[config.mk]
export PLATFORM = sky130hd
export DESIGN_NAME = sio_cfg_port
export DESIGN_NICKNAME = d
export VERILOG_FILES = /design/src/rtl/sio_cfg_pkg.sv /design/src/rtl/sio_key_fsm.sv /design/src/rtl/sio_glob_regs.sv /design/src/rtl/sio_dev_bank.sv /design/src/rtl/sio_cfg_port.sv
export SDC_FILE = /design/constraint.sdc
export NUM_CORES = 2
export LEC_CHECK = 0
export BUFFER_PORTS_ARGS = -buffer_cell sky130_fd_sc_hd__buf_2
export CAP_MARGIN = 30
export CORE_MARGIN = 2
export CORE_UTILIZATION = 30
export CTS_CLUSTER_DIAMETER = 50
export CTS_CLUSTER_SIZE = 28
export DETAILED_ROUTE_END_ITERATION = 10
export GPL_TIMING_DRIVEN = 0
export HOLD_SLACK_MARGIN = 0.06
export PLACE_DENSITY = 0.45
export SYNTH_ARGS = -nofsm -noshare
export SYNTH_HDL_FRONTEND = slang
export SYNTH_SLANG_ARGS = --single-unit
export TNS_END_PERCENT = 10
[constraint.sdc]
create_clock -name clk -period 4.15 [get_ports clk]
set_input_delay 0.415 -clock clk [delete_from_list [all_inputs] [get_ports clk]]
set_output_delay 0.415 -clock clk [all_outputs]
set_load 0.05 [all_outputs]
[src/rtl/sio_cfg_pkg.sv]
package sio_cfg_pkg;

    typedef enum logic [1:0] {
        ST_LOCKED   = 2'd0,
        ST_KEY_HALF = 2'd1,
        ST_OPEN     = 2'd2
    } key_state_t;

    localparam logic [7:0] KEY_ENTER    = 8'h87;
    localparam logic [7:0] KEY_EXIT     = 8'hAA;

    localparam logic [7:0] IDX_LDN      = 8'h07;
    localparam logic [7:0] IDX_GLOB     = 8'h20;
    localparam logic [7:0] IDX_BANK_LO  = 8'h30;
    localparam logic [7:0] IDX_ACT      = 8'h30;
    localparam logic [7:0] IDX_BASE     = 8'h60;
    localparam logic [7:0] IDX_IRQ_NUM  = 8'h70;
    localparam logic [7:0] IDX_IRQ_TYPE = 8'h71;
    localparam logic [7:0] IDX_DMA_RX   = 8'h74;
    localparam logic [7:0] IDX_DMA_TX   = 8'h75;
    localparam logic [7:0] IDX_OPT      = 8'hF0;

    localparam logic [7:0] RST_IRQ_TYPE = 8'h02;
    localparam logic [7:0] DMA_NONE     = 8'h04;
    localparam logic [7:0] BUS_IDLE     = 8'hFF;

endpackage

[src/rtl/sio_key_fsm.sv]
module sio_key_fsm
    import sio_cfg_pkg::*;
(
    input  logic       clk,
    input  logic       rst_n,
    input  logic       idx_wr,
    input  logic [7:0] wbyte,
    output logic       unlocked,
    output key_state_t state
);

    key_state_t state_q;
    key_state_t state_d;

    // state register
    always_ff @(posedge clk or negedge rst_n) begin
        if (!rst_n) state_q <= ST_LOCKED;
        else        state_q <= state_d;
    end

    // transitions
    always_comb begin
        state_d = state_q;
        if (idx_wr) begin
            unique case (state_q)
                ST_LOCKED:   state_d = (wbyte == KEY_ENTER) ? ST_KEY_HALF : ST_LOCKED;
                ST_KEY_HALF: state_d = (wbyte == KEY_ENTER) ? ST_OPEN     : ST_LOCKED;
                ST_OPEN:     state_d = (wbyte == KEY_EXIT)  ? ST_LOCKED   : ST_OPEN;
                default:     state_d = ST_LOCKED;
            endcase
        end
    end

    // outputs
    always_comb begin
        unique case (state_q)
            ST_OPEN: unlocked = 1'b1;
            default: unlocked = 1'b0;
        endcase
    end

    assign state = state_q;

    assert_second_key_R2: assert property (@(posedge clk) disable iff (!rst_n)
        (state_q == ST_KEY_HALF && idx_wr && wbyte == KEY_ENTER) |=> unlocked);

    assert_single_key_R2: assert property (@(posedge clk) disable iff (!rst_n)
        (state_q == ST_LOCKED) |=> !unlocked);

    assert_broken_key_R3: assert property (@(posedge clk) disable iff (!rst_n)
        (state_q == ST_KEY_HALF && idx_wr && wbyte != KEY_ENTER) |=> state_q == ST_LOCKED);

    assert_exit_key_R4: assert property (@(posedge clk) disable iff (!rst_n)
        (state_q == ST_OPEN && idx_wr && wbyte == KEY_EXIT) |=> !unlocked);

    assert_hold_no_wr_R5: assert property (@(posedge clk) disable iff (!rst_n)
        !idx_wr |=> $stable(state_q));

endmodule

[src/rtl/sio_glob_regs.sv]
module sio_glob_regs
    import sio_cfg_pkg::*;
#(
    parameter int NUM_GLOB = 16
) (
    input  logic       clk,
    input  logic       rst_n,
    input  logic       wr_en,
    input  logic [7:0] idx,
    input  logic [7:0] wdata,
    output logic [7:0] ldn,
    output logic [7:0] rdata
);

    logic [7:0] ldn_q;
    logic [7:0] scratch_q [NUM_GLOB];

    always_ff @(posedge clk or negedge rst_n) begin
        if (!rst_n) begin
            ldn_q <= '0;
            for (int i = 0; i < NUM_GLOB; i++) scratch_q[i] <= '0;
        end else if (wr_en) begin
            if (idx == IDX_LDN) ldn_q <= wdata;
            for (int i = 0; i < NUM_GLOB; i++) begin
                if (idx == IDX_GLOB + 8'(i)) scratch_q[i] <= wdata;
            end
        end
    end

    always_comb begin
        rdata = '0;
        if (idx == IDX_LDN) rdata = ldn_q;
        for (int i = 0; i < NUM_GLOB; i++) begin
            if (idx == IDX_GLOB + 8'(i)) rdata = scratch_q[i];
        end
    end

    assign ldn = ldn_q;

    assert_ldn_hold_R7: assert property (@(posedge clk) disable iff (!rst_n)
        !wr_en |=> $stable(ldn_q));

endmodule

[src/rtl/sio_dev_bank.sv]
module sio_dev_bank
    import sio_cfg_pkg::*;
#(
    parameter int NUM_BASE_BYTES = 4,
    parameter int NUM_OPT        = 4
) (
    input  logic       clk,
    input  logic       rst_n,
    input  logic       wr_en,
    input  logic [7:0] idx,
    input  logic [7:0] wdata,
    output logic [7:0] rdata,
    output logic       active
);

    logic       act_q;
    logic [7:0] base_q [NUM_BASE_BYTES];
    logic [7:0] opt_q  [NUM_OPT];
    logic [7:0] irq_num_q;
    logic [7:0] irq_type_q;
    logic [7:0] dma_rx_q;
    logic [7:0] dma_tx_q;

    always_ff @(posedge clk or negedge rst_n) begin
        if (!rst_n) begin
            act_q      <= 1'b0;
            irq_num_q  <= '0;
            irq_type_q <= RST_IRQ_TYPE;
            dma_rx_q   <= DMA_NONE;
            dma_tx_q   <= DMA_NONE;
            for (int i = 0; i < NUM_BASE_BYTES; i++) base_q[i] <= '0;
            for (int i = 0; i < NUM_OPT; i++)        opt_q[i]  <= '0;
        end else if (wr_en) begin
            if (idx == IDX_ACT)      act_q      <= wdata[0];
            if (idx == IDX_IRQ_NUM)  irq_num_q  <= wdata;
            if (idx == IDX_IRQ_TYPE) irq_type_q <= wdata;
            if (idx == IDX_DMA_RX)   dma_rx_q   <= wdata;
            if (idx == IDX_DMA_TX)   dma_tx_q   <= wdata;
            for (int i = 0; i < NUM_BASE_BYTES; i++) begin
                if (idx == IDX_BASE + 8'(i)) base_q[i] <= wdata;
            end
            for (int i = 0; i < NUM_OPT; i++) begin
                if (idx == IDX_OPT + 8'(i)) opt_q[i] <= wdata;
            end
        end
    end

    always_comb begin
        rdata = '0;
        if (idx == IDX_ACT)      rdata = {7'b0, act_q};
        if (idx == IDX_IRQ_NUM)  rdata = irq_num_q;
        if (idx == IDX_IRQ_TYPE) rdata = irq_type_q;
        if (idx == IDX_DMA_RX)   rdata = dma_rx_q;
        if (idx == IDX_DMA_TX)   rdata = dma_tx_q;
        for (int i = 0; i < NUM_BASE_BYTES; i++) begin
            if (idx == IDX_BASE + 8'(i)) rdata = base_q[i];
        end
        for (int i = 0; i < NUM_OPT; i++) begin
            if (idx == IDX_OPT + 8'(i)) rdata = opt_q[i];
        end
    end

    assign active = act_q;

    assert_bank_hold_R7: assert property (@(posedge clk) disable iff (!rst_n)
        !wr_en |=> ($stable(act_q) && $stable(irq_num_q) && $stable(dma_rx_q)));

    assert_act_only_bit0_R8: assert property (@(posedge clk) disable iff (!rst_n)
        (wr_en && idx == IDX_ACT) |=> (active == $past(wdata[0])));

    assert_active_steady_R8: assert property (@(posedge clk) disable iff (!rst_n)
        !(wr_en && idx == IDX_ACT) |=> $stable(active));

endmodule

[src/rtl/sio_cfg_port.sv]
module sio_cfg_port
    import sio_cfg_pkg::*;
#(
    parameter int              ADDR_W         = 16,
    parameter logic [15:0]     INDEX_ADDR     = 16'h0370,
    parameter logic [15:0]     DATA_ADDR      = 16'h0371,
    parameter int              NUM_DEV        = 9,
    parameter int              NUM_GLOB       = 16,
    parameter int              NUM_BASE_BYTES = 4,
    parameter int              NUM_OPT        = 4
) (
    input  logic               clk,
    input  logic               rst_n,
    input  logic [ADDR_W-1:0]  io_addr,
    input  logic               io_wr,
    input  logic               io_rd,
    input  logic [7:0]         io_wdata,
    output logic [7:0]         io_rdata,
    output logic               cfg_open,
    output logic [NUM_DEV-1:0] dev_active
);

    localparam logic [ADDR_W-1:0] IDX_PORT = ADDR_W'(INDEX_ADDR);
    localparam logic [ADDR_W-1:0] DAT_PORT = ADDR_W'(DATA_ADDR);

    key_state_t   key_state;
    logic         idx_hit, dat_hit;
    logic         idx_wr, dat_wr;
    logic         glob_wr;
    logic [7:0]   index_q;
    logic [7:0]   ldn;
    logic [7:0]   glob_rdata;
    logic [7:0]   bank_rdata [NUM_DEV];
    logic [7:0]   bank_or;
    logic [NUM_DEV-1:0] bank_sel;
    logic [NUM_DEV-1:0] bank_wr;
    logic         banked;

    assign idx_hit = (io_addr == IDX_PORT);
    assign dat_hit = (io_addr == DAT_PORT);
    assign idx_wr  = io_wr && idx_hit;
    assign dat_wr  = io_wr && dat_hit && cfg_open;
    assign banked  = (index_q >= IDX_BANK_LO);
    assign glob_wr = dat_wr && !banked;

    sio_key_fsm u_key (
        .clk      (clk),
        .rst_n    (rst_n),
        .idx_wr   (idx_wr),
        .wbyte    (io_wdata),
        .unlocked (cfg_open),
        .state    (key_state)
    );

    always_ff @(posedge clk or negedge rst_n) begin
        if (!rst_n)                                          index_q <= '0;
        else if (key_state == ST_OPEN && idx_wr && io_wdata != KEY_EXIT) index_q <= io_wdata;
    end

    sio_glob_regs #(.NUM_GLOB(NUM_GLOB)) u_glob (
        .clk   (clk),
        .rst_n (rst_n),
        .wr_en (glob_wr),
        .idx   (index_q),
        .wdata (io_wdata),
        .ldn   (ldn),
        .rdata (glob_rdata)
    );

    for (genvar d = 0; d < NUM_DEV; d++) begin : g_bank
        assign bank_sel[d] = (ldn == 8'(d));
        assign bank_wr[d]  = dat_wr && banked && bank_sel[d];
        sio_dev_bank #(
            .NUM_BASE_BYTES (NUM_BASE_BYTES),
            .NUM_OPT        (NUM_OPT)
        ) u_dev (
            .clk    (clk),
            .rst_n  (rst_n),
            .wr_en  (bank_wr[d]),
            .idx    (index_q),
            .wdata  (io_wdata),
            .rdata  (bank_rdata[d]),
            .active (dev_active[d])
        );
    end

    always_comb begin
        bank_or = '0;
        for (int d = 0; d < NUM_DEV; d++) begin
            bank_or = bank_or | (bank_rdata[d] & {8{bank_sel[d]}});
        end
    end

    always_comb begin
        io_rdata = BUS_IDLE;
        if (io_rd && cfg_open) begin
            if (idx_hit)      io_rdata = index_q;
            else if (dat_hit) io_rdata = banked ? bank_or : glob_rdata;
        end
    end

    assert_locked_read_R5: assert property (@(posedge clk) disable iff (!rst_n)
        (!cfg_open && io_rd) |-> io_rdata == BUS_IDLE);

    assert_one_bank_R7: assert property (@(posedge clk) disable iff (!rst_n)
        $onehot0(bank_wr));

    assert_locked_no_bank_wr_R5: assert property (@(posedge clk) disable iff (!rst_n)
        !cfg_open |=> $stable(dev_active));

    assert_exit_keeps_index_R4: assert property (@(posedge clk) disable iff (!rst_n)
        (idx_wr && io_wdata == KEY_EXIT) |=> $stable(index_q));

endmodule

Word-level counts from Yosys, hierarchy flattened
Index checks and enable logic that the tools add are counted.

Bits of input ports: 28. Bits in registers: 1019. Output and inout port bits: 18.

Bitwise logic cells: 17. Reductions and logical operators: 154. Eq/ne operators: 45. $lt $le $gt $ge: 1. Mux-type cells: 143.

Operators by type and width (number): 8-bit 2-to-1 mux (129); 2-bit AND reduction (134); 8-bit by 6-bit equality test with 1-bit output (second input constant) (17); 8-bit bitwise AND (9); 8-bit by 7-bit equality test with 1-bit output (second input constant) (8); 8-bit bitwise OR (8); 8-bit equality test (second input constant) (6); 8-bit by 3-bit equality test with 1-bit output (second input constant) (5); 16-bit by 10-bit equality test with 1-bit output (second input constant) (2); 1-bit logical AND (17); 8-bit by 2-bit equality test with 1-bit output (second input constant) (2); 1-bit 2-to-1 mux (11); 8-bit by 1-bit equality test with 1-bit output (second input constant) (1); 8-bit by 4-bit equality test with 1-bit output (second input constant) (1); 8-bit by 6-bit >= comparator with 1-bit output (second input constant) (1); 8-bit zero test (1); 8-bit != test (second input constant) (1); 2-bit case mux with 3 select lines (1); 2-bit 2-to-1 mux (2); 2-bit by 1-bit equality test with 1-bit output (second input constant) (1); 2-bit equality test (second input constant) (1); 2-bit zero test (1); 1-bit zero test (1).

Longest topological paths before layout
Depth after elaboration: 27. Depth in mapped cells: 13. Gate-level depth less buffers: 8.

Hierarchy
Synthesis repeated with hierarchy kept, for this count alone.

Cell total of the unflattened synthesis: 4305. Area, all modules: 52121.2 um^2.

By module, submodules not included: sio_dev_bank (times used 9, area an instance 4879.7 um^2, cells an instance 398); sio_glob_regs (times used 1, area an instance 6685.2 um^2, cells an instance 523); sio_cfg_port (times used 1, area an instance 1383.8 um^2, cells an instance 187); sio_key_fsm (times used 1, area an instance 135.1 um^2, cells an instance 13).

Least setup slack after synthesis
OpenSTA, ideal clock, no wires.

Kind: reg2out. Start point: register index_q[1]. End point: output io_rdata[6]. Data required time: 3.735 ns. Arrival: 3.141 ns. Path buffers: 3. Setup slack: 0.594 ns. Cell stages (with the launch flop): 12. Cells stage by stage: dfrtp_1 -> buf_2 -> nor4b_1 -> buf_2 -> buf_1 -> a22o_1 -> a21oi_1 -> nor4_1 -> nor3_1 -> nor4_1 -> a21oi_1 -> a31oi_1.

Longest elaborated chain between the ends: 26.

Ends and longest elaborated chain: from (decl) (RTL line sio_cfg_port.sv:30) `logic [7:0] index_q;`; from (signal assigned) (RTL line sio_cfg_port.sv:57) `else if (key_state == ST_OPEN && idx_wr && io_wdata != KEY_EXIT) index_q <= io_wdata;`; 8-bit by 7-bit equality test with 1-bit output (RTL line sio_dev_bank.sv:51) `if (idx == IDX_IRQ_NUM) rdata = irq_num_q;`; 8-bit 2-to-1 mux (RTL line sio_dev_bank.sv:51); 8-bit 2-to-1 mux (RTL line sio_dev_bank.sv:52) `if (idx == IDX_IRQ_TYPE) rdata = irq_type_q;`; 8-bit 2-to-1 mux (RTL line sio_dev_bank.sv:53) `if (idx == IDX_DMA_RX) rdata = dma_rx_q;`; 8-bit 2-to-1 mux (RTL line sio_dev_bank.sv:54) `if (idx == IDX_DMA_TX) rdata = dma_tx_q;`; 8-bit 2-to-1 mux (4 in series) (RTL line sio_dev_bank.sv:56) `if (idx == IDX_BASE + 8'(i)) rdata = base_q[i];`; 8-bit 2-to-1 mux (4 in series) (RTL line sio_dev_bank.sv:59) `if (idx == IDX_OPT + 8'(i)) rdata = opt_q[i];`; 8-bit bitwise AND (RTL line sio_cfg_port.sv:90) `bank_or = bank_or | (bank_rdata[d] & {8{bank_sel[d]}});`; 8-bit bitwise OR (8 in series) (RTL line sio_cfg_port.sv:90); 8-bit 2-to-1 mux * (2 in series) (RTL line sio_cfg_port.sv:98) `else if (dat_hit) io_rdata = banked ? bank_or : glob_rdata;`; 8-bit 2-to-1 mux * (RTL line sio_cfg_port.sv:97) `if (idx_hit) io_rdata = index_q;`; 8-bit 2-to-1 mux * (RTL line sio_cfg_port.sv:96) `if (io_rd && cfg_open) begin`; to (decl) (RTL line sio_cfg_port.sv:18) `output logic [7:0] io_rdata,`.

Mark *: on every way between the ends. The rest lies on a longest branch, timed or not.

Worst setup path after layout
Start point: register index_q[3]. End point: output io_rdata[4].

Same word-level chain as after synthesis.

==> results.py <==
metrics = {
    "place": {
        "port_buffers": 41,
        "placed_area_um2": 53470,
        "gp_congestion": 1.069,
        "hpwl_um": 234900,
        "dp_cells": 6281,
    },
    "clocking": {
        "cts_buffers": 144,
        "clk_path_buf_depth": 3,
        "htreeDepth": 4,
        "cts_tree": "yes",
        "clock-sinks": 1019,
        "root_buffer": "clkbuf_16",
        "insertion_delay_ns": 0.85,
        "path_clk_slew_ns": 0.07,
    },
    "timing": {
        "clock.fmax_ghz": 0.2032,
        "max_slew_margin_pct": 21.26,
        "setup_tns_ns": -5.733,
        "clock_skew_ns": 0.05030,
        "drv_slew": 0,
        "hold_viol": 0,
        "tightestPinTransition_ns": 1.181,
        "rsz0062_at_grt": "true",
        "fin_crit_sh_pct": 118.6,
        "fin_crit_ns": 4.922,
        "setup_viol": 8,
        "fin_ws_ns": -0.7724,
    },
    "worst_hold_path": {
        "hold_path.class": "primary input to asynchronous set/reset pin",
    },
    "global_route": {
        "gr-usage-all-layers_pct": 39.25,
        "grt_use_met2_pct": 53.49,
        "grt_busiest_layer": "met2",
        "use_met1_pct": 51.13,
        "use_met3_pct": 12.66,
        "grt_overflow": 0,
        "grt_pass1_wl_um": 418600,
        "grt_pass1_vias": 40164,
        "grt_antenna_before_repair": 46,
        "grt_max_degree": 152,
    },
    "setup_path": {
        "cp-start-kind": "flip-flop",
        "ff2ff_path_depth": 8,
        "worstPathRequired_ns": 3.73,
        "path_class": "flip-flop to output pin",
        "arrival_ns": 4.51,
        "r2r_slack_ns": 0.12,
        "r2r_end": "g_bank[0].u_dev.base_q[6]$_DFFE_PN0P_",
        "r2r-start": "index_q[5]$_DFFE_PN0P_",
        "crit_path_end_kind": "output pin",
        "cp_max_fo": 8,
    },
    "routing": {
        "viasPerCell": 6.384,
        "drt_iter0_drc": 5863,
        "drt-pass1-iter-count": 8,
        "drc": 0,
        "ant_nets": 0,
        "wl_per_cell_um": 48.63,
        "vias": 42797,
        "routed_wirelength_um": 326000,
    },
    "run_status": {
        "violations": "setup timing",
        "status": "finished, violations left",
    },
    "finish": {
        "fin_area_um2": 63630,
        "nets": 4422,
        "final_common_cell": "mux2_2",
        "syn2layout_area_growth_pct": 31.42,
        "regArea_um2": 25540,
        "final_cells": 6704,
        "fillerInstances": 15551,
        "layout-drive-gt1-share_pct": 47.36,
        "most-common-layout-cells": "mux2_2 (1015), dfrtp_1 (987), nand2_1 (199), clkbuf_16 (158), o21ai_0 (149)",
        "multi_input_area_um2": 23360,
    },
    "synthesis": {
        "synth_compound_area_share_pct": 12.17,
        "synthesis.nets": 3975,
        "yosys.area_share.simple_pct": 7.125,
        "synthXorXnorAreaFrac_pct": 0,
        "ys_seq_elements": 1019,
        "yosys_warnings": 0,
        "synth_top_family_by_area": "multiplexers",
        "syn_area_um2": 48410,
        "ys.flop_type": "dfrtp_1",
        "ys_seq_area_share_pct": 52.74,
        "synth_cell_types": 87,
        "synth-async-reset-ratio_pct": 100.0,
        "synth_edf_count": 0,
        "syn_area_per_cell_um2": 12.27,
        "netlist_instances": 3947,
        "synthMuxAreaShare_pct": 24.99,
        "synthAdderAreaFrac_pct": 0,
    },
    "power": {
        "p_leak_nw": 29.24,
        "power.total_mw": 24.55,
        "irDropWorstVdd_v": 0.0004383,
        "powerDensity_nw_per_um2": 385.8,
    },
    "floorplanning": {
        "initial_utilization_pct": 30.19,
        "die_h_um": 405.7,
        "dieArea_um2": 164600,
        "io-pin-count": 46,
        "die_w_um": 405.7,
        "core_area_um2": 160400,
        "rows": 147,
    },
    "flow_run": {
        "maxCapViolCount": 0,
    },
}
## final cells by class
cell class,count,area share [%]
repair buffers,306,5.571
multi-input cells,2589,36.71
plain buffers,322,4.871
diodes,30,0.1180
clock inverters,93,2.084
clock buffers,173,6.187
well taps,2160,4.248
inverters,12,0.07079
flip-flops and latches,1019,40.14
## Yosys cell counts (all sizes together), types with 10 or more instances
library cell / instances / area, um2
a21oi: 159 / 795.8
o2bb2ai: 11 / 96.34
nand3: 48 / 240.2
a2111oi: 13 / 120.1
clkbuf: 194 / 728.2
nor3: 39 / 195.2
a22oi: 96 / 725.7
and3: 11 / 68.82
nor2b: 10 / 62.56
nor4: 24 / 177.7
nand2b: 11 / 68.82
dfstp: 27 / 709.4
a221oi: 52 / 455.4
mux2i: 52 / 520.5
dfrtp: 992 / 24820
nand4: 15 / 93.84
a22o: 25 / 219.0
a31oi: 23 / 143.9
o2111ai: 18 / 157.7
mux2: 1020 / 11490
o22a: 14 / 122.6
a211oi: 24 / 180.2
nand2: 222 / 833.3
nor2: 199 / 1070
inv: 12 / 45.04
nor4b: 10 / 132.6
o22ai: 81 / 513.0
o21ai: 187 / 935.9
o211ai: 25 / 187.7
buf: 133 / 669.4
a221o: 16 / 160.2
a222oi: 13 / 130.1
o221ai: 27 / 236.5
## worst max-delay path: stages (launching register included)
cell	delay [ns]
dfrtp_1	0.43
buf_6	0.16
buf_12	0.14
and4bb_4	0.46
nand2_8	0.18
o21ai_0	0.51
o22ai_1	0.24
nor3_2	0.38
o31ai_1	0.26
or4_1	0.49
o21ba_4	0.27
buf_8	0.16
## what timing repair did
item                                   CTS  global route
resized for setup                      816            66
endpoints found under the hold margin   96             0
setup endpoints to repair              673            16
buffers inserted                        95            33
gates cloned                             2             0
hold buffers                             2             0
pin swaps                               93            34
## power breakdown
group          leakage (nW)  switching (mW)  internal [mW]
combinational          12.6           0.630          0.122
sequential             14.1    0.0000000367           9.94
clock                  2.56            5.42           8.43
total                  29.2            6.05           18.5
## per-layer routing
metal | up-vias | share of wire [%]
met1 | 22666 | 40
met5 | - | 0.042
met3 | 961 | 11
li1 | 15790 | -
met4 | 18 | 9.1
met2 | 3362 | 40
## logic make-up after synthesis
kind of cell,after synthesis
simple gates,648
mux,1076
buf+inv,339
flops,1019
compound gates,865
## stage by stage
stage | hold slack (ns) | setup slack (ns) | utilization, %
CTS | 0.1059 | -0.5959 | 39.26
detailed placement | 0.3774 | -2.773 | 33.34
finish | 0.1085 | -0.7724 | 39.67
global placement | 0.4803 | -22.02 | 32.00
floorplan | 0.1194 | 0.5943 | -
global route | 0.1759 | -0.6414 | 39.63
## worst max-delay path by stage
stage / startpoint / end / slack, ns / cells past startpoint
2_1_floorplan: index_q[1]$_DFFE_PN0P_ / io_rdata[6] / 0.59 / 11
3_3_place_gp: rst_n / g_bank[1].u_dev.base_q[18]$_DFFE_PN0P_ / -22.02 / 1
3_5_place_dp: index_q[7]$_DFFE_PN0P_ / io_rdata[6] / -2.77 / 13
4_1_cts: index_q[3]$_DFFE_PN0P_ / io_rdata[1] / -0.60 / 16
5_1_grt: index_q[4]$_DFFE_PN0P_ / io_rdata[2] / -0.64 / 14
6_report: index_q[3]$_DFFE_PN0P_ / io_rdata[4] / -0.77 / 11
## flip-flops by register name, summed over array words and instances (netlist names)
| register | count |
|---|---|
| g_bank.u_dev.active | 9 |
| g_bank.u_dev.base_q | 288 |
| g_bank.u_dev.dma_rx_q | 72 |
| g_bank.u_dev.dma_tx_q | 72 |
| g_bank.u_dev.irq_num_q | 72 |
| g_bank.u_dev.irq_type_q | 72 |
| g_bank.u_dev.opt_q | 288 |
| index_q | 8 |
| u_glob.ldn | 8 |
| u_glob.scratch_q | 128 |
| u_key.state | 2 |
Note: power is estimated with default switching activity, not from simulation.
